### config.mk
export PLATFORM = sky130hd
export DESIGN_NAME = lvr_router
export DESIGN_NICKNAME = d
export VERILOG_FILES = /design/src/rtl/lvr_pkg.sv /design/src/rtl/lvr_mem_match.sv /design/src/rtl/lvr_io_match.sv /design/src/rtl/lvr_route_sel.sv /design/src/rtl/lvr_router.sv
export SDC_FILE = /design/constraint.sdc
export NUM_CORES = 1
export LEC_CHECK = 0
export BUFFER_PORTS_ARGS = -buffer_cell sky130_fd_sc_hd__buf_2
export CORE_AREA = 2 2 39 41
export CTS_BUF_LIST = sky130_fd_sc_hd__clkbuf_8
export CTS_CLUSTER_DIAMETER = 60
export DETAILED_ROUTE_END_ITERATION = 10
export DIE_AREA = 0 0 41 43
export PLACE_DENSITY = 0.68
export SYNTH_ARGS = -nofsm -noshare
export SYNTH_HDL_FRONTEND = slang
export SYNTH_SLANG_ARGS = --single-unit
### constraint.sdc
create_clock -name clk -period 0.85 [get_ports clk]
set_input_delay 0.17 -clock clk [delete_from_list [all_inputs] [get_ports clk]]
set_output_delay 0.17 -clock clk [all_outputs]
set_load 0.005 [all_outputs]
### src/rtl/lvr_pkg.sv
package lvr_pkg;
   typedef enum logic [1:0] {
      ROUTE_NONE = 2'b00,
      ROUTE_PCI  = 2'b01,
      ROUTE_GFX  = 2'b10
   } route_e;

   localparam int LEGACY_IO_BITS = 10;

   localparam logic [19:0] VGA_MEM_LO  = 20'hA0000;
   localparam logic [19:0] VGA_MEM_HI  = 20'hBFFFF;
   localparam logic [19:0] MONO_MEM_LO = 20'hB0000;
   localparam logic [19:0] MONO_MEM_HI = 20'hB7FFF;

   localparam logic [9:0] MONO_IO_LO  = 10'h3B0;
   localparam logic [9:0] MONO_IO_HI  = 10'h3BB;
   localparam logic [9:0] COLOR_IO_LO = 10'h3C0;
   localparam logic [9:0] COLOR_IO_HI = 10'h3DF;
endpackage

### src/rtl/lvr_mem_match.sv
module lvr_mem_match #(
   parameter int ADDR_W     = 32,
   parameter bit PREFIX_CMP = 1'b1
) (
   input  logic [ADDR_W-1:0] addr,
   output logic              win_hit,
   output logic              mono_hit
);
   import lvr_pkg::*;

   localparam logic [ADDR_W-1:0] WIN_LO  = ADDR_W'(VGA_MEM_LO);
   localparam logic [ADDR_W-1:0] WIN_HI  = ADDR_W'(VGA_MEM_HI);
   localparam logic [ADDR_W-1:0] MONO_LO = ADDR_W'(MONO_MEM_LO);
   localparam logic [ADDR_W-1:0] MONO_HI = ADDR_W'(MONO_MEM_HI);
   localparam logic [ADDR_W-1:0] WIN_SPAN  = WIN_HI - WIN_LO;
   localparam logic [ADDR_W-1:0] MONO_SPAN = MONO_HI - MONO_LO;

   if (ADDR_W < 20) begin : g_bad_width
      $error("lvr_mem_match: ADDR_W must cover the 1 MiB legacy space");
   end

   if (PREFIX_CMP) begin : g_prefix
      if (((WIN_SPAN + 1) & WIN_SPAN) != '0 || (WIN_LO & WIN_SPAN) != '0) begin : g_bad_win
         $error("lvr_mem_match: window not aligned for prefix compare");
      end
      if (((MONO_SPAN + 1) & MONO_SPAN) != '0 || (MONO_LO & MONO_SPAN) != '0) begin : g_bad_mono
         $error("lvr_mem_match: mono range not aligned for prefix compare");
      end
      always_comb begin
         win_hit  = (addr & ~WIN_SPAN)  == WIN_LO;
         mono_hit = (addr & ~MONO_SPAN) == MONO_LO;
      end
   end else begin : g_magnitude
      always_comb begin
         win_hit  = (addr >= WIN_LO)  && (addr <= WIN_HI);
         mono_hit = (addr >= MONO_LO) && (addr <= MONO_HI);
      end
   end
endmodule

### src/rtl/lvr_io_match.sv
module lvr_io_match #(
   parameter int IO_BITS = 10
) (
   input  logic [IO_BITS-1:0] port_lo,
   output logic               win_hit,
   output logic               mono_hit
);
   import lvr_pkg::*;

   if (IO_BITS != LEGACY_IO_BITS) begin : g_bad_bits
      $error("lvr_io_match: legacy I/O decode is exactly ten bits wide");
   end

   logic mono_r, color_r;

   always_comb begin
      mono_r   = (port_lo >= MONO_IO_LO)  && (port_lo <= MONO_IO_HI);
      color_r  = (port_lo >= COLOR_IO_LO) && (port_lo <= COLOR_IO_HI);
      win_hit  = mono_r || color_r;
      mono_hit = mono_r;
   end
endmodule

### src/rtl/lvr_route_sel.sv
module lvr_route_sel (
   input  logic              hit,
   input  logic              mono_hit,
   input  logic              vga_en,
   input  logic              mono_en,
   input  logic              gfx_en,
   output lvr_pkg::route_e   route
);
   import lvr_pkg::*;

   logic to_gfx;

   always_comb begin
      to_gfx = vga_en && gfx_en && !(mono_en && mono_hit);
      if (!hit)       route = ROUTE_NONE;
      else if (to_gfx) route = ROUTE_GFX;
      else            route = ROUTE_PCI;
   end
endmodule

### src/rtl/lvr_router.sv
module lvr_router #(
   parameter int ADDR_W         = 32,
   parameter bit MEM_PREFIX_CMP = 1'b1
) (
   input  logic              clk,
   input  logic              rst_n,
   input  logic              req_valid,
   input  logic [ADDR_W-1:0] req_addr,
   input  logic              req_is_io,
   input  logic              cfg_vga_en,
   input  logic              cfg_mono_en,
   input  logic              cfg_gfx_en,
   output logic              rsp_valid,
   output logic [1:0]        rsp_route
);
   import lvr_pkg::*;

   localparam int IO_BITS = LEGACY_IO_BITS;

   logic    mem_win, mem_mono, io_win, io_mono;
   logic    any_hit, any_mono;
   route_e  route_d;

   lvr_mem_match #(
      .ADDR_W     (ADDR_W),
      .PREFIX_CMP (MEM_PREFIX_CMP)
   ) u_mem (
      .addr     (req_addr),
      .win_hit  (mem_win),
      .mono_hit (mem_mono)
   );

   lvr_io_match #(
      .IO_BITS (IO_BITS)
   ) u_io (
      .port_lo  (req_addr[IO_BITS-1:0]),
      .win_hit  (io_win),
      .mono_hit (io_mono)
   );

   always_comb begin
      any_hit  = req_is_io ? io_win  : mem_win;
      any_mono = req_is_io ? io_mono : mem_mono;
   end

   lvr_route_sel u_sel (
      .hit      (any_hit),
      .mono_hit (any_mono),
      .vga_en   (cfg_vga_en),
      .mono_en  (cfg_mono_en),
      .gfx_en   (cfg_gfx_en),
      .route    (route_d)
   );

   always_ff @(posedge clk) begin
      if (!rst_n) begin
         rsp_valid <= 1'b0;
         rsp_route <= ROUTE_NONE;
      end else begin
         rsp_valid <= req_valid;
         rsp_route <= req_valid ? route_d : ROUTE_NONE;
      end
   end
endmodule

==> impl_metrics.toml, run 1 <==
[status]
status = "finished clean"

[grt]
grt-busiest-layer = "met2"
grt_usage_pct = 9.33
grt_max_degree = 4
grtUsageMet3_pct = 1.57
grt_pass1_wl_um = 1120
met1_usage_pct = 11.2
grt_pass1_vias = 304
grt.overflow.total = 0
grtUsageMet2_pct = 13.4
grt_antenna_before_repair = 0

[finish]
final_core_util_pct = 37.0
nets = 101
fin_area_um2 = 512
synthToLayoutAreaGrowth_pct = 134
layout-drive-gt1-share_pct = 70.5
antenna_cells = 0

[logic_synthesis]
syn_nets = 62
synth.avg_cell_area_um2 = 9.52
ys_warn_count = 0
yosysUniqueCellTypes = 17
synthCells = 23
synth_seq_cells = 3
netlist_area_um2 = 219
ys_seq_area_share_pct = 27.4

[floorplanning]
rows = 14
die_x_um = 41
start_util_pct = 15.8
die_h_um = 43
num_io_pins = 42
dieArea_um2 = 1760
fp.coreArea_um2 = 1380

[clock_network]
cts.path.max_buffers = 2
path_clk_slew_ns = 0.03
cts_tree = "done"
cts_buffers = 3
h-tree-depth = 1
cts_setup_buffers = 0
cts_root_buffer = "clkbuf_8"
hold_buffers = 0
cts.sinks = 3

[critical_path]
crit_end = "rsp_route[1]$_SDFF_PN0_"
crit_required_ns = 1.00
cp.arrival_ns = 0.98
critPathLaunch = "req_addr[31]"
critical_path.max_fanout = 3
end_kind = "flip-flop"
critical_path_class = "primary input to flip-flop"
start_kind = "primary input"

[timing]
rsz0062_at_grt = "true"
slew_violations = 0
tightestPinTransition_ns = 0.258
fmax_ghz = 1.20
setup_viol = 0
min_period_ns = 0.836
timing_hold_violations_final = 0
hold_ws_ns = 0.212
slew_headroom_pct = 82.7
fin_crit_sh_pct = 98.3

[placement]
port_buffers = 34
placed_cell_area_um2 = 435
gp_congestion = 0.576

[drt]
via_count = 318
post_drt_wl_per_cell_um = 8.87
vias_per_cell = 4.13
postRouteAntennaNets = 0
totalWireLength_um = 683
drt-initial-drc-count = 3
drcViolationCount = 0
dr.pass1.iters = 3

[power_and_ir_drop]
pwr_density_cell_nw_per_um2 = 1320
ir_drop_mv = 0.277
power.leakage_nw = 0.250

[hold_path]
min_path_type = "primary input to flip-flop"

[run]
maxCapViolations = 0
==> synthesized netlist by cell type <==
cell / instances / area share, %
dfxtp_1: 3 / 27
nand2_1: 3 / 5.1
nor4_2: 2 / 11
nor4b_2: 2 / 14
a211oi_1: 1 / 3.4
a21oi_1: 1 / 2.3
a21oi_2: 1 / 4.0
a31oi_1: 1 / 2.9
and2_1: 1 / 2.9
and4_1: 1 / 4.0
nand2b_4: 1 / 6.3
nand3b_1: 1 / 3.4
nand4_1: 1 / 2.9
nor2_1: 1 / 1.7
nor2b_1: 1 / 2.9
o21a_1: 1 / 3.4
o21ai_1: 1 / 2.3
==> kinds of logic (layout without fill, tap and decap cells) <==
| logic type | Yosys count | in the layout | synth area share [%] |
|---|---|---|---|
| compound gates | 6 | 6 | 18.3 |
| buf+inv | 0 | 38 | 0 |
| flops | 3 | 3 | 27.4 |
| simple gates | 14 | 14 | 54.3 |
==> worst min-delay path by stage <==
stage                    from  cells after the start                   end
global route        req_valid                      2  rsp_valid$_SDFF_PN0_
CTS                 req_valid                      2  rsp_valid$_SDFF_PN0_
floorplan           req_valid                      1  rsp_valid$_SDFF_PN0_
global placement    req_valid                      2  rsp_valid$_SDFF_PN0_
finish              req_valid                      2  rsp_valid$_SDFF_PN0_
detailed placement  req_valid                      2  rsp_valid$_SDFF_PN0_
==> critical path: stages <==
cell and delay (ns):
buf_2 0.11, nor4_4 0.23, nand4_1 0.17, nand2b_4 0.18, a21oi_2 0.12
==> layer usage <==
layer,up-vias,part of all wire (%)
met4,0,0
met1,131,39
met3,0,12
met5,-,0
li1,165,-
met2,22,49
==> cells in the final DEF (no fill, tap or decap) <==
master    instances
a211oi_1          1
a21oi_1           1
a21oi_2           1
a31oi_1           1
and2_1            1
and4_1            1
buf_2            29
buf_6             5
clkbuf_8          3
dfxtp_1           3
inv_1             1
nand2_1           3
nand2b_4          1
nand3b_1          1
nand4_1           1
nor2_1            1
nor2b_1           1
nor4_4            2
nor4b_2           1
nor4b_4           1
o21a_1            1
o21ai_1           1
==> state kept, by name (all words and copies together), names as in the netlist <==
register / cells
rsp_valid: 1
rsp_route: 2
==> what timing repair did <==
item | 4_1_cts | 5_1_grt
hold endpoints to repair | 0 | 0
pin swaps | 6 | 1
gates resized for setup | 5 | 0
endpoints found under the setup margin | 2 | 2
==> metrics by stage <==
stage,setup WS [ns],std cells,power [mW],setup TNS (ns)
final,0.0145,77,0.676,0
after global routing,-0.0538,77,0.711,-0.0946
after floorplan,-0.0220,23,0.175,-0.0313
after detailed placement,-0.230,73,0.265,-0.446
after global placement,-0.192,73,0.263,-0.383
after CTS,0.0000144,77,0.691,0
==> area by class of cell <==
type,instances,area (um^2)
Tap cell,16,20.0
Multi-Input combinational cell,20,185
Sequential cell,3,60.1
Clock buffer,3,41.3
Fill cell,141,872
Clock inverter,1,3.75
Timing Repair Buffer,34,201
==> where the power goes <==
part	internal (mW)	total (mW)	switching, mW
combinational	0.0838	0.131	0.0472
sequential	0.145	0.145	0.000471
clock	0.307	0.400	0.0922
Note: power is estimated with default switching activity, not from simulation.
==> inputs of run 2 (changes only) <==
--- a/config.mk
+++ b/config.mk
@@ -7,7 +7,6 @@
 export LEC_CHECK = 0
 export BUFFER_PORTS_ARGS = -buffer_cell sky130_fd_sc_hd__buf_2
 export CORE_AREA = 2 2 39 41
-export CTS_BUF_LIST = sky130_fd_sc_hd__clkbuf_8
 export CTS_CLUSTER_DIAMETER = 60
 export DETAILED_ROUTE_END_ITERATION = 10
 export DIE_AREA = 0 0 41 43
==> impl_metrics.toml, run 2 (synthesized netlist as in run 1, its figures left out) <==
[finish]
largest-register = "rsp_route"
antenna_cells = 0
layout_common_cells = "buf_2, buf_6, nand2_1, clkbuf_4, dfxtp_1"
reg.largest.list = "rsp_route x2, rsp_valid x1"
nets = 101
fin_cells = 77
layout-drive-gt1-share_pct = 70.5
synthToLayoutAreaGrowth_pct = 128
mostFrequentLayoutCell = "buf_2"
largest_reg_flops = 2
final_core_util_pct = 36.1

[grt]
grt_pass1_vias = 280
grt_usage_pct = 8.12
grt_pass1_wl_um = 979
grt.overflow.total = 0
grt_antenna_before_repair = 0
grt_max_degree = 4

[critical_path]
critical_path.max_fanout = 3
start_kind = "primary input"
end_kind = "flip-flop"
cp.arrival_ns = 0.98
path_cells = "buf_6 -> nor4b_2 -> nand4_1 -> nand2b_4 -> a21oi_2"
crit_required_ns = 1.02
critical_path_class = "primary input to flip-flop"
cpPeakStageDelay_ns = 0.25
slowest_stage = "nor4b_2"

[floorplanning]
start_util_pct = 15.8
die_x_um = 41
die_h_um = 43
num_io_pins = 42
rows = 14
dieArea_um2 = 1760
fp.coreArea_um2 = 1380

[drt]
post_drt_wl_per_cell_um = 8.34
dr.pass1.iters = 3
drcViolationCount = 0
vias_per_cell = 4.22
postRouteAntennaNets = 0
drt-initial-drc-count = 1
via_count = 325
totalWireLength_um = 642

[timing]
fmax_ghz = 1.22
fin_crit_sh_pct = 96.4
slew_headroom_pct = 82.7
slew_violations = 0
timing_hold_violations_final = 0
rsz0062_at_grt = "true"
min_period_ns = 0.819
tightestPinTransition_ns = 0.258
setup_viol = 0

[clock_network]
cts_tree = "done"
cts_buffers = 3
cts_root_buffer = "clkbuf_4"
cts.path.max_buffers = 2
cts_setup_buffers = 0
hold_buffers = 0
post_cts_resized = 0
cts.sinks = 3
h-tree-depth = 1
path_clk_slew_ns = 0.04

[power_and_ir_drop]
pwr_density_cell_nw_per_um2 = 1050
power.leakage_nw = 0.240
ir_drop_mv = 0.353
p_seq_share_pct = 27.7
combPwrFrac_pct = 25.4
switching_power_uw = 116
clockPowerShare_pct = 46.8
p_int_uw = 407
power_uw = 522
switching_share_pct = 22.2

[placement]
port_buffers = 34
dpl.cell_count = 73
gp_congestion = 0.576

[hold_path]
hp-start = "req_valid"
hold_depth = 2
min_to = "rsp_valid$_SDFF_PN0_"
min_path_type = "primary input to flip-flop"

[status]
status = "finished clean"

[run]
maxCapViolations = 0
[run 2: worst max-delay path by stage]
| stage | startpoint | end |
|---|---|---|
| 2_1_floorplan | req_addr[28] | rsp_route[1]$_SDFF_PN0_ |
| 3_3_place_gp | req_addr[29] | rsp_route[1]$_SDFF_PN0_ |
| 3_5_place_dp | req_addr[29] | rsp_route[1]$_SDFF_PN0_ |
| 4_1_cts | req_addr[29] | rsp_route[1]$_SDFF_PN0_ |
| 5_1_grt | req_addr[21] | rsp_route[1]$_SDFF_PN0_ |
| 6_report | req_addr[20] | rsp_route[1]$_SDFF_PN0_ |
[run 2: power by group through the flow]
stage	registers (mW)	logic [mW]	clock network (mW)
6_report	0.145	0.133	0.245
2_1_floorplan	0.148	0.0273	0
4_1_cts	0.145	0.118	0.260
5_1_grt	0.145	0.146	0.268
3_5_place_dp	0.147	0.118	0
3_3_place_gp	0.147	0.116	0
[run 2: per-layer routing]
metal  wire length [um]  GRT usage (%)  up-vias
li1                   -              -      166
met2                337           13.1       22
met4                  0           6.00        0
met1                221           8.65      137
met5                  0              0        -
met3                 82           1.57        0
[run 2: critical path, delay by kind of cell]
| family | cells | cell delay, ns |
|---|---|---|
| and+or+nand+nor | 3 | 0.61 |
| AOI/OAI and AO/OA | 1 | 0.12 |
| buffers and inverters | 1 | 0.09 |
[run 2: final cells by class]
type / count / area (um^2)
Clock buffer: 4 / 26.3
Fill cell: 140 / 885
Multi-Input combinational cell: 20 / 185
Sequential cell: 3 / 60.1
Tap cell: 16 / 20.0
Timing Repair Buffer: 34 / 208
[run 2: through the flow]
stage          setup slack, ns  setup TNS, ns  hold WS [ns]  cell area [um^2]
6_report                0.0308              0         0.197               499
5_1_grt                -0.0299        -0.0467         0.202               499
4_1_cts                 0.0149              0         0.194               462
3_5_place_dp            -0.230         -0.446         0.435               435
3_3_place_gp            -0.192         -0.383         0.440               435
2_1_floorplan          -0.0220        -0.0313         0.335               245
